[src/rtl/reprog_pkg.sv]
package reprog_pkg;

    // Request pins handled by the block; index 0 is the primary source.
    localparam int NPIN    = 2;
    localparam int PIN_PRI = 0;
    localparam int PIN_ALT = 1;

    typedef enum logic [2:0] {
        ST_IDLE     = 3'd0,
        ST_PRIMARY  = 3'd1,
        ST_FALLBACK = 3'd2,
        ST_FIRE     = 3'd3,
        ST_SPENT    = 3'd4
    } rq_state_t;

endpackage

[src/rtl/reprog_sync2.sv]
module reprog_sync2 #(
    parameter int W = 2
) (
    input  logic         clk,
    input  logic         rst_n,
    input  logic [W-1:0] d,
    output logic [W-1:0] q
);

    logic [W-1:0] meta_q;
    logic [W-1:0] stab_q;

    // Pins idle high, so both stages reset to the inactive level.
    always_ff @(posedge clk or negedge rst_n) begin
        if (!rst_n) begin
            meta_q <= '1;
            stab_q <= '1;
        end else begin
            meta_q <= d;
            stab_q <= meta_q;
        end
    end

    assign q = stab_q;

endmodule

[src/rtl/reprog_low_timer.sv]
module reprog_low_timer #(
    parameter int MIN_LOW = 301
) (
    input  logic clk,
    input  logic rst_n,
    input  logic en,
    input  logic lvl,
    output logic qual
);

    localparam int CW = $clog2(MIN_LOW + 1);
    localparam logic [CW-1:0] LIMIT = CW'(MIN_LOW);
    localparam logic [CW-1:0] ONE   = CW'(1);

    logic          lvl_d;
    logic          fall;
    logic          run;
    logic [CW-1:0] cnt;
    logic          at_limit;

    always_ff @(posedge clk or negedge rst_n) begin
        if (!rst_n) lvl_d <= 1'b1;
        else        lvl_d <= lvl;
    end

    assign fall     = lvl_d & ~lvl;
    assign at_limit = (cnt == LIMIT);

    // The count starts only on a falling edge seen while enabled.
    // A return to high before the limit drops the attempt.
    always_ff @(posedge clk or negedge rst_n) begin
        if (!rst_n) begin
            run <= 1'b0;
            cnt <= '0;
        end else if (!en) begin
            run <= 1'b0;
            cnt <= '0;
        end else if (fall) begin
            run <= 1'b1;
            cnt <= ONE;
        end else if (run) begin
            if (lvl || at_limit) begin
                run <= 1'b0;
                cnt <= '0;
            end else begin
                cnt <= cnt + ONE;
            end
        end
    end

    assign qual = en & run & ~lvl & at_limit;

endmodule

[src/rtl/reprog_ctrl.sv]
module reprog_ctrl
    import reprog_pkg::*;
(
    input  logic            clk,
    input  logic            rst_n,
    input  logic            configured,
    input  logic            pri_low,
    input  logic [NPIN-1:0] qual,
    output logic [NPIN-1:0] tmr_en,
    output logic            clear_req,
    output logic            fallback_sel
);

    rq_state_t state_q;
    rq_state_t state_nxt;

    // State register
    always_ff @(posedge clk or negedge rst_n) begin
        if (!rst_n) state_q <= ST_IDLE;
        else        state_q <= state_nxt;
    end

    // Transitions
    always_comb begin
        state_nxt = state_q;
        unique case (state_q)
            ST_IDLE: begin
                if (configured) state_nxt = pri_low ? ST_FALLBACK : ST_PRIMARY;
            end
            ST_PRIMARY: begin
                if (!configured)       state_nxt = ST_IDLE;
                else if (qual[PIN_PRI]) state_nxt = ST_FIRE;
            end
            ST_FALLBACK: begin
                if (!configured)        state_nxt = ST_IDLE;
                else if (qual[PIN_ALT]) state_nxt = ST_FIRE;
                else if (!pri_low)      state_nxt = ST_PRIMARY;
            end
            ST_FIRE: begin
                state_nxt = configured ? ST_SPENT : ST_IDLE;
            end
            ST_SPENT: begin
                if (!configured) state_nxt = ST_IDLE;
            end
            default: state_nxt = ST_IDLE;
        endcase
    end

    // Only the watched pin's timer runs.
    always_comb begin
        tmr_en          = '0;
        tmr_en[PIN_PRI] = (state_q == ST_PRIMARY);
        tmr_en[PIN_ALT] = (state_q == ST_FALLBACK);
    end

    // Registered outputs, decoded from the next state
    always_ff @(posedge clk or negedge rst_n) begin
        if (!rst_n) begin
            clear_req    <= 1'b0;
            fallback_sel <= 1'b0;
        end else begin
            clear_req    <= (state_nxt == ST_FIRE);
            fallback_sel <= (state_nxt == ST_FALLBACK);
        end
    end

endmodule

[src/rtl/reprog_qualifier.sv]
module reprog_qualifier
    import reprog_pkg::*;
#(
    parameter int MIN_LOW_CYCLES = 301
) (
    input  logic clk,
    input  logic rst_n,
    input  logic done_prog_n,
    input  logic reset_pin_n,
    input  logic configured,
    output logic clear_req,
    output logic fallback_sel
);

    logic [NPIN-1:0] pin_raw;
    logic [NPIN-1:0] pin_s;
    logic [NPIN-1:0] tmr_en;
    logic [NPIN-1:0] tmr_qual;

    always_comb begin
        pin_raw          = '1;
        pin_raw[PIN_PRI] = done_prog_n;
        pin_raw[PIN_ALT] = reset_pin_n;
    end

    reprog_sync2 #(.W(NPIN)) u_sync (
        .clk   (clk),
        .rst_n (rst_n),
        .d     (pin_raw),
        .q     (pin_s)
    );

    for (genvar g = 0; g < NPIN; g++) begin : g_tmr
        reprog_low_timer #(.MIN_LOW(MIN_LOW_CYCLES)) u_tmr (
            .clk   (clk),
            .rst_n (rst_n),
            .en    (tmr_en[g]),
            .lvl   (pin_s[g]),
            .qual  (tmr_qual[g])
        );
    end

    reprog_ctrl u_ctrl (
        .clk          (clk),
        .rst_n        (rst_n),
        .configured   (configured),
        .pri_low      (~pin_s[PIN_PRI]),
        .qual         (tmr_qual),
        .tmr_en       (tmr_en),
        .clear_req    (clear_req),
        .fallback_sel (fallback_sel)
    );

endmodule

[config.mk]
export PLATFORM = sky130hd
export DESIGN_NAME = reprog_qualifier
export DESIGN_NICKNAME = d
export VERILOG_FILES = /design/src/rtl/reprog_pkg.sv /design/src/rtl/reprog_sync2.sv /design/src/rtl/reprog_low_timer.sv /design/src/rtl/reprog_ctrl.sv /design/src/rtl/reprog_qualifier.sv
export SDC_FILE = /design/constraint.sdc
export NUM_CORES = 1
export LEC_CHECK = 0
export BUFFER_PORTS_ARGS = -buffer_cell sky130_fd_sc_hd__buf_2
export CORE_UTILIZATION = 25
export DETAILED_ROUTE_END_ITERATION = 8
export PLACE_DENSITY = 0.49
export SYNTH_ARGS = -nofsm -noshare
export SYNTH_HDL_FRONTEND = slang
export SYNTH_SLANG_ARGS = --single-unit
[constraint.sdc]
create_clock -name clk -period 4.6 [get_ports clk]
set_input_delay 0.46 -clock clk [delete_from_list [all_inputs] [get_ports clk]]
set_output_delay 0.46 -clock clk [all_outputs]
set_load 0.02 [all_outputs]
==> results of run 1 <==
[routing by layer]
metal	vias up	track usage [%]	routed length [µm]
met5	-	0	0
met4	0	4.702	38
met3	4	2.783	100
met2	19	14.83	1382
met1	583	13.83	1605
li1	617	-	-
[sequential cells by signal (all words and copies together), names as in the netlist]
signal               cells
u_sync.meta_q            2
g_tmr.u_tmr.cnt         18
g_tmr.u_tmr.lvl_d        2
u_ctrl.state_q           3
u_ctrl.clear_req         1
g_tmr.u_tmr.run          2
u_sync.q                 2
u_ctrl.fallback_sel      1
[logic make-up (layout without fill, tap and decap cells)]
logic type | after synthesis | count (layout) | synth area share [%]
AND/OR/NAND/NOR | 67 | 67 | 24.75
AO/OA/AOI/OAI | 45 | 45 | 18.41
flip-flops | 31 | 31 | 47.82
buffers and inverters | 14 | 19 | 4.354
adder cells (fa/ha/maj) | 4 | 4 | 3.056
XOR/XNOR | 3 | 3 | 1.605
[worst paths after layout]
| kind | to | slack [ns] |
|---|---|---|
| setup / recovery | g_tmr[1].u_tmr.cnt[2] | 2.32 |
| hold / removal | g_tmr[0].u_tmr.cnt[6] | 0.22 |
| setup reg to reg | g_tmr[1].u_tmr.cnt[2] | 2.32 |
| hold reg to reg | u_sync.q[0] | 0.36 |
| max in group asynchronous | u_ctrl.state_q[2] | 3.95 |
| min in group clk | u_sync.meta_q[1] | 0.28 |
[layout make-up]
| class | instances | share of cell area (%) |
|---|---|---|
| timing repair buffer | 6 | 1.666 |
| clock buffer | 6 | 4.580 |
| clock inverter | 1 | 0.2776 |
| tap | 77 | 5.344 |
| inverter | 6 | 1.249 |
| sequential | 31 | 43.44 |
| multi-input combinational | 119 | 43.44 |
[through the flow]
stage | instances | hold WS, ns | worst slack [ns] | utilization [%] | total power, mW
global placement | 239 | 0.3484 | 2.377 | 27.01 | 0.3348
CTS | 246 | 0.2471 | 2.321 | 28.39 | 0.5516
detailed placement | 239 | 0.3485 | 2.323 | 27.01 | 0.3343
floorplan | 164 | 0.1644 | 2.708 | - | 0.3223
global route | 246 | 0.2620 | 2.177 | 28.39 | 0.5679
finish | 246 | 0.2211 | 2.318 | 28.39 | 0.5398
[worst register-to-register path, stage by stage (launching register included)]
cell and delay, ns:
dfrtp_1 0.46, or4b_4 0.59, a2111oi_4 0.71, or2b_1 0.28, a31oi_1 0.17
[placed cells by master, fill, tap and decap left out, types with 2 or more instances in the layout]
cell / Yosys / layout
clkbuf_8: 0 / 6
nor2b_1: 3 / 3
nand2_1: 16 / 16
nand4_1: 3 / 3
nor2_1: 10 / 10
o22ai_1: 2 / 2
nor3_1: 2 / 2
o21ai_1: 5 / 5
inv_1: 5 / 5
o21ai_0: 3 / 3
a41oi_1: 3 / 3
nand3_1: 5 / 5
buf_2: 3 / 6
a21o_1: 2 / 2
o21a_1: 2 / 2
a22o_1: 2 / 2
xor2_1: 3 / 3
nand2b_1: 3 / 3
ha_1: 4 / 4
and4_1: 7 / 7
nand3b_1: 4 / 4
or2b_1: 2 / 2
dfstp_2: 6 / 6
a21oi_1: 10 / 10
or3_1: 2 / 2
a31oi_1: 13 / 13
dfrtp_1: 25 / 25
[where the power goes]
| part | internal, mW | leakage (nW) | switching (mW) |
|---|---|---|---|
| logic | 0.0144 | 0.267 | 0.0231 |
| clock network | 0.117 | 0.0470 | 0.0936 |
| registers | 0.282 | 0.409 | 0.00967 |
==> impl_metrics.json, run 1 <==
{
  "final_nets": 178,
  "cts_resized": 0,
  "power.density_mw_per_mm2": 299.4,
  "startpoint": "u_ctrl.state_q[0]",
  "fin_worst_skew_ns": 0.003455,
  "r2r_start": "u_ctrl.state_q[0]",
  "yosysSeqAreaShare_pct": 47.82,
  "grt_max_degree": 32,
  "cts.path.max_buffers": 2,
  "final-hold-violation-count": 0,
  "h-tree-depth": 2,
  "p_leak_nw": 0.7229,
  "area_growth_pct": 10.08,
  "rsz0062_at_grt": "false",
  "worstSetupEndpointType": "register",
  "status": "complete, no violations",
  "synth_edf_count": 0,
  "globalplace.congestion": 0.7574,
  "vias": 1223,
  "clkLatencyLatePin_ns": 0.28,
  "ys_ff_latch": 31,
  "fin_area_mm2": 0.001803,
  "die_y_um": 82.94,
  "row_count": 29,
  "avgSynthCellArea_um2": 9.987,
  "required_ns": 4.80,
  "cp_max_fo": 13,
  "diodes": 0,
  "detail_route.wl_per_cell_um": 12.71,
  "cts_setup_buffers": 0,
  "multiInputGateArea_um2": 783.3,
  "worst_ir_drop_vdd_v": 0.0001639,
  "drcViolationCount": 0,
  "core_area_mm2": 0.006350,
  "ys_warn_count": 0,
  "drt_wl_total_um": 3126,
  "path_clk_slew_ns": 0.06,
  "drive_above_1_share_pct": 14.79,
  "grt_pass1_vias": 1155,
  "syn_area_mm2": 0.001638,
  "setup_tns_ns": 0,
  "antenna_found_initial": 0,
  "synth_cell_types": 43,
  "synth_ff_type": "dfrtp_1",
  "io_pins": 7,
  "initialDrtViolationCount": 50,
  "viasPerCell": 4.972,
  "hold_buffers": 0,
  "final_max_slew_viol_count": 0,
  "cts_tree": "done",
  "start_kind": "register",
  "die_area_mm2": 0.006879,
  "initial_utilization_pct": 25.79,
  "synth_top_area_share_pct": 38.20,
  "path_depth": 4,
  "cts_sinks": 31,
  "synth_most_common_cell": "dfrtp_1",
  "cts_buffers": 5,
  "die_w_um": 82.94,
  "yosys.area.top_type": "dfrtp_1",
  "min_path_type": "primary input to asynchronous set/reset pin",
  "crit_family": "compound AO/OA/AOI/OAI gates",
  "synth_area_leaders": "dfrtp_1 38%, dfstp_2 9.6%, a31oi_1 5.0%, and4_1 3.7%, nand2_1 3.7%",
  "timing.slew.headroom_pct": 39.37,
  "firstDrtPassIters": 4,
  "period_share_pct": 49.61,
  "cp_num_buf_inv": 0,
  "dp.final_hpwl_um": 2194,
  "worst_pin_slew_ns": 0.8977,
  "fmax_ghz": 0.4382,
  "cap_violations": 0,
  "placed_area_mm2": 0.001715,
  "path_class": "register to register",
  "slowest_stage": "a2111oi_4",
  "grt_usage_pct": 10.13,
  "setup_viol": 0,
  "drt.antenna.violating_nets": 0,
  "grt_overflow_total": 0,
  "grt_pass1_wl_um": 5589,
  "clockRootBuffer": "clkbuf_8",
  "r2r_cells": 4,
  "synth_nets": 173,
  "async_reset_ff_share_pct": 100.0,
  "numPortBuffers": 6,
  "seqCellArea_um2": 783.3,
  "crit_arrival_ns": 2.48,
  "num-fill-cells": 662,
  "worstPathCellList": "or4b_4 > a2111oi_4 > or2b_1 > a31oi_1",
  "netlist_instances": 164,
  "cpPeakStageDelay_ns": 0.71,
  "yosys-top-cells-count": "25 x dfrtp_1, 16 x nand2_1, 13 x a31oi_1",
  "final.min_clock_period_ns": 2.282
}
(Power assumes the default switching activity.)
==> run 2, diff against run 1 <==
clock period = 2.2 ns   (was 4.6 ns; I/O delays follow)
==> run 2 against run 1 <==
  * The run now ends with negative hold slack left
  * Via count grew 3.8%
  * Cell count increased by 2.4%
  * Count of clock-buffer cells in the layout increased by 2
  * Worst hold slack worse by 0.24 ns
  * Die area unchanged
  * Routed wire length shrank 0.26%
  * Combinational power is 130% higher
  * Critical path depth up 2
  * Critical path type unchanged
  * Largest cell class unchanged
==> impl_metrics.json, run 2 (synthesis gave the netlist of run 1 again) <==
{
  "setup_tns_ns": 0,
  "row_count": 29,
  "r2r_start": "g_tmr[1].u_tmr.cnt[0]",
  "switching_share_pct": 23.12,
  "core_area_mm2": 0.006350,
  "rsz0062_at_grt": "false",
  "violations": "negative hold slack",
  "antenna_found_initial": 0,
  "drt_wl_total_um": 3118,
  "vias": 1270,
  "place_ws_ns": 0.2135,
  "grt_pass1_wl_um": 5713,
  "required_ns": 2.40,
  "die_area_mm2": 0.006879,
  "start_kind": "register",
  "cts.path.max_buffers": 2,
  "die_y_um": 82.94,
  "worst_ir_drop_vdd_v": 0.0004385,
  "clockRootBuffer": "clkbuf_8",
  "path_clk_slew_ns": 0.07,
  "hold_buffers": 0,
  "cts_resized": 0,
  "layout_common_cells": "25 x dfrtp_1, 16 x nand2_1, 13 x a31oi_1, 10 x nor2_1, 10 x a21oi_1",
  "largest_reg_flops": 18,
  "pwr-share-seq_pct": 51.2,
  "pwr-share-comb_pct": 7.5,
  "p_sw_uw": 273.5,
  "worst_pin_slew_ns": 0.6854,
  "globalplace.congestion": 0.7639,
  "status": "finished, violations left",
  "setup_viol": 0,
  "viasPerCell": 5.040,
  "final-hold-violation-count": 25,
  "initialDrtViolationCount": 43,
  "dp.final_hpwl_um": 2192,
  "detail_route.wl_per_cell_um": 12.37,
  "grt_max_degree": 32,
  "cap_violations": 0,
  "cts_tree": "done",
  "grt_pass1_vias": 1245,
  "initial_utilization_pct": 25.79,
  "grt_usage_pct": 10.15,
  "drive_above_1_share_pct": 17.14,
  "startpoint": "g_tmr[1].u_tmr.cnt[0]",
  "area_growth_pct": 13.14,
  "die_w_um": 82.94,
  "final_nets": 183,
  "cp_max_fo": 9,
  "fmax_ghz": 0.5096,
  "timing.slew.headroom_pct": 54.31,
  "mostFrequentLayoutCell": "dfrtp_1",
  "final_max_slew_viol_count": 0,
  "firstDrtPassIters": 4,
  "worstSetupEndpointType": "register",
  "min_path_type": "primary input to asynchronous set/reset pin",
  "numPortBuffers": 6,
  "power.density_mw_per_mm2": 638.3,
  "largestRegisters": "g_tmr.u_tmr.cnt x18, u_ctrl.state_q x3",
  "r2r_cells": 6,
  "rr_endpoint": "g_tmr[1].u_tmr.cnt[8]",
  "diodes": 0,
  "p_int_uw": 909.4,
  "regMostFlops": "g_tmr.u_tmr.cnt",
  "critPathCapture": "g_tmr[1].u_tmr.cnt[8]",
  "whs_ns": -0.02105,
  "clkPwrFrac_pct": 41.4,
  "clkLatencyLatePin_ns": 0.28,
  "final.min_clock_period_ns": 1.962,
  "p_leak_nw": 0.7537,
  "io_pins": 7,
  "period_share_pct": 89.20,
  "setup_ws_ns": 0.2377,
  "cts_sinks": 31,
  "cts_buffers": 5,
  "fin_worst_skew_ns": 0.004711,
  "drt.antenna.violating_nets": 0,
  "path_class": "register to register",
  "r2r_slack_ns": 0.24,
  "grt_overflow_total": 0,
  "drcViolationCount": 0,
  "crit_arrival_ns": 2.16,
  "cts_setup_buffers": 0,
  "h-tree-depth": 2
}
==> run 2: changes by cell type in the layout (fill, tap and decap cells not counted) <==
cell	previous run	this run
clkbuf_8	6	7
buf_4	0	5
clkbuf_1	0	1
clkinv_2	1	0
==> run 2: final cells by class <==
class	instances	area, µm²
well taps	77	96.34
fillers	658	4497
inverters	6	22.52
repair buffers	11	67.56
multi-input cells	119	783.3
flip-flops and latches	31	783.3
clock buffers	8	100.1
==> run 2: metal layers <==
metal  GRT usage, %  up-vias  part of all wire [%]
li1               -      633                     -
met3          1.789        6                   2.3
met5              0        -                     0
met2          15.42       12                    44
met1          14.02      619                    52
met4          4.702        0                   1.7
==> run 2: power by group through the flow <==
stage                     clock, mW  sequential (mW)  combinational [mW]
final                         0.489            0.605              0.0883
after global routing          0.528            0.608               0.102
after CTS                     0.505            0.605              0.0900
after detailed placement          0            0.615              0.0897
after global placement            0            0.615              0.0906
after floorplan                   0            0.611              0.0633
==> run 2: through the flow <==
stage / instances / hold slack (ns) / cell area [µm²] / util, % / total power [mW]
2_1_floorplan: 164 / -0.07559 / 1638 / - / 0.6738
3_3_place_gp: 244 / 0.3144 / 1753 / 27.61 / 0.7057
3_5_place_dp: 244 / 0.3158 / 1753 / 27.61 / 0.7048
4_1_cts: 252 / 0.01197 / 1853 / 29.18 / 1.200
5_1_grt: 252 / 0.02693 / 1853 / 29.18 / 1.237
6_report: 252 / -0.02105 / 1853 / 29.18 / 1.183
==> run 2: worst min path at each step <==
stage	slack (ns)	cells past startpoint	to	from
finish	-0.02	1	g_tmr[0].u_tmr.cnt[3]	rst_n
global route	0.03	1	u_sync.meta_q[1]	reset_pin_n
CTS	0.01	1	g_tmr[1].u_tmr.run	rst_n
detailed placement	0.32	1	g_tmr[0].u_tmr.cnt[8]	rst_n
global placement	0.31	1	g_tmr[0].u_tmr.cnt[6]	rst_n
floorplan	-0.08	0	g_tmr[0].u_tmr.cnt[0]	rst_n
==> run 2: worst max-delay path, stage by stage, from the launching register on <==
cell and delay (ns):
dfrtp_1 0.44, ha_1 0.22, and4_1 0.26, a2111oi_4 0.47
buf_4 0.24, o21ai_1 0.07, a31oi_1 0.18
==> run 3, diff against run 2 <==
CORE_UTILIZATION = 51   (was 25)
PLACE_DENSITY = 0.78   (was 0.49)
==> run 3 against run 2 <==
  * The flow now finishes without violations
  * Cell count decreased by 13%
  * Critical path depth shrank 1
  * Worst hold slack improved by 0.15 ns
  * Routed wire length shrank 7.4%
  * Clock power is 36% lower
  * Total power down 15%
  * Sequential power about the same
  * Largest power group unchanged
==> impl_metrics.json, run 3 (synthesis gave the netlist of run 1 again) <==
{
  "firstDrtPassIters": 5,
  "r2r_start": "u_ctrl.state_q[1]",
  "globalplace.congestion": 0.8295,
  "grt_pass1_vias": 1115,
  "cts_tree": "done",
  "cts_buffers": 5,
  "cts_sinks": 31,
  "worst_ir_drop_vdd_v": 0.0003890,
  "die_y_um": 58.67,
  "worst_pin_slew_ns": 0.8910,
  "grt_usage_pct": 19.91,
  "drive_above_1_share_pct": 14.77,
  "worstPathCellList": "or4b_4 > a2111oi_4 > buf_4 > a31oi_1 > a31oi_1",
  "post-layout-total-power_mw": 1.007,
  "numPortBuffers": 6,
  "path_depth": 5,
  "setup_ws_ns": 0.2563,
  "dp_cells": 209,
  "setup_viol": 0,
  "required_ns": 2.47,
  "final_cells": 220,
  "min_from": "configured",
  "p_leak_nw": 0.7310,
  "io_pins": 7,
  "rr_endpoint": "g_tmr[1].u_tmr.cnt[5]",
  "r2r_slack_ns": 0.26,
  "r2r_cells": 5,
  "status": "complete, no violations",
  "whs_ns": 0.1339,
  "row_count": 20,
  "grt_pass1_wl_um": 4974,
  "timing.slew.headroom_pct": 39.81,
  "crit_family": "compound AO/OA/AOI/OAI gates",
  "rsz0062_at_grt": "false",
  "final_max_slew_viol_count": 0,
  "holdPathEnd": "u_ctrl.state_q[1]",
  "cp_common_cell": "a31oi_1",
  "cts_setup_buffers": 0,
  "grt_max_degree": 32,
  "setup_tns_ns": 0,
  "clkLatencyLatePin_ns": 0.34,
  "path_clk_slew_ns": 0.10,
  "period_share_pct": 88.35,
  "layout_common_cells": "25 x dfrtp_1, 16 x nand2_1, 13 x a31oi_1, 10 x nor2_1, 10 x a21oi_1",
  "start_kind": "register",
  "initial_utilization_pct": 53.65,
  "final_nets": 184,
  "final-hold-violation-count": 0,
  "area_growth_pct": 8.403,
  "regMostFlops": "g_tmr.u_tmr.cnt",
  "place_ws_ns": 0.2900,
  "clockRootBuffer": "clkbuf_4",
  "drcViolationCount": 0,
  "vias": 1285,
  "fin_worst_skew_ns": 0.01587,
  "detail_route.wl_per_cell_um": 13.12,
  "cts.path.max_buffers": 2,
  "cp_max_fo": 12,
  "dp.final_hpwl_um": 2028,
  "min_path_type": "primary input to register",
  "largest_reg_flops": 18,
  "power.density_mw_per_mm2": 567.1,
  "core_area_mm2": 0.003053,
  "slowest_stage": "or4b_4",
  "cpPeakStageDelay_ns": 0.52,
  "drt.antenna.violating_nets": 0,
  "initialDrtViolationCount": 28,
  "die_w_um": 58.67,
  "cts_resized": 0,
  "viasPerCell": 5.841,
  "grt_overflow_total": 0,
  "h-tree-depth": 2,
  "drt_wl_total_um": 2886,
  "diodes": 0,
  "die_area_mm2": 0.003442,
  "largestRegisters": "g_tmr.u_tmr.cnt x18, u_ctrl.state_q x3",
  "crit_arrival_ns": 2.21,
  "cap_violations": 0,
  "worstSetupEndpointType": "register",
  "antenna_found_initial": 0,
  "cp_num_buf_inv": 1,
  "path_class": "register to register",
  "fmax_ghz": 0.5145,
  "mostFrequentLayoutCell": "dfrtp_1",
  "hold_path_depth": 3,
  "final.min_clock_period_ns": 1.944
}
## run 3: stage by stage
stage | cell area (µm²) | utilization (%)
final | 1775 | 58.16
after global routing | 1775 | 58.16
after CTS | 1775 | 58.16
after detailed placement | 1697 | 55.57
after global placement | 1697 | 55.57
after floorplan | 1638 | -
## run 3: how the worst max path moves through the flow
stage                               start               endpoint
finish                  u_ctrl.state_q[1]  g_tmr[1].u_tmr.cnt[5]
global route        g_tmr[0].u_tmr.cnt[4]  g_tmr[0].u_tmr.cnt[5]
CTS                     u_ctrl.state_q[1]  g_tmr[1].u_tmr.cnt[5]
detailed placement      u_ctrl.state_q[2]  g_tmr[1].u_tmr.cnt[5]
global placement        u_ctrl.state_q[2]  g_tmr[1].u_tmr.cnt[8]
floorplan               u_ctrl.state_q[0]  g_tmr[1].u_tmr.cnt[2]
## run 3: layer usage
layer	up-vias	wire length [µm]	global-route usage [%]
li1	632	-	-
met1	616	1311	26.06
met2	29	1368	30.71
met3	8	146	5.934
met4	0	60	9.184
met5	-	0	0
## run 3: worst register-to-register path, cell delays in order, from the launching register on
cell and delay (ns):
dfrtp_1 0.49, or4b_4 0.52, a2111oi_4 0.36, buf_4 0.24
a31oi_1 0.10, a31oi_1 0.16
## run 3: area by class of cell
type / instances / area, µm²
tap: 44 / 55.05
timing repair buffer: 12 / 82.58
sequential: 31 / 783.3
multi-input combinational: 119 / 783.3
inverter: 6 / 22.52
fill: 264 / 1277
clock buffer: 8 / 48.80
## run 3: report_power, final
group          switching [mW]  total [mW]  internal [mW]
combinational          0.0516      0.0877         0.0361
clock                   0.186       0.313          0.127
sequential             0.0175       0.606          0.589
## run 3: timing repair
item                       in CTS  in global routing
hold endpoints to repair       27                  0
setup endpoints to repair       0                  0
hold buffers                    3                  0
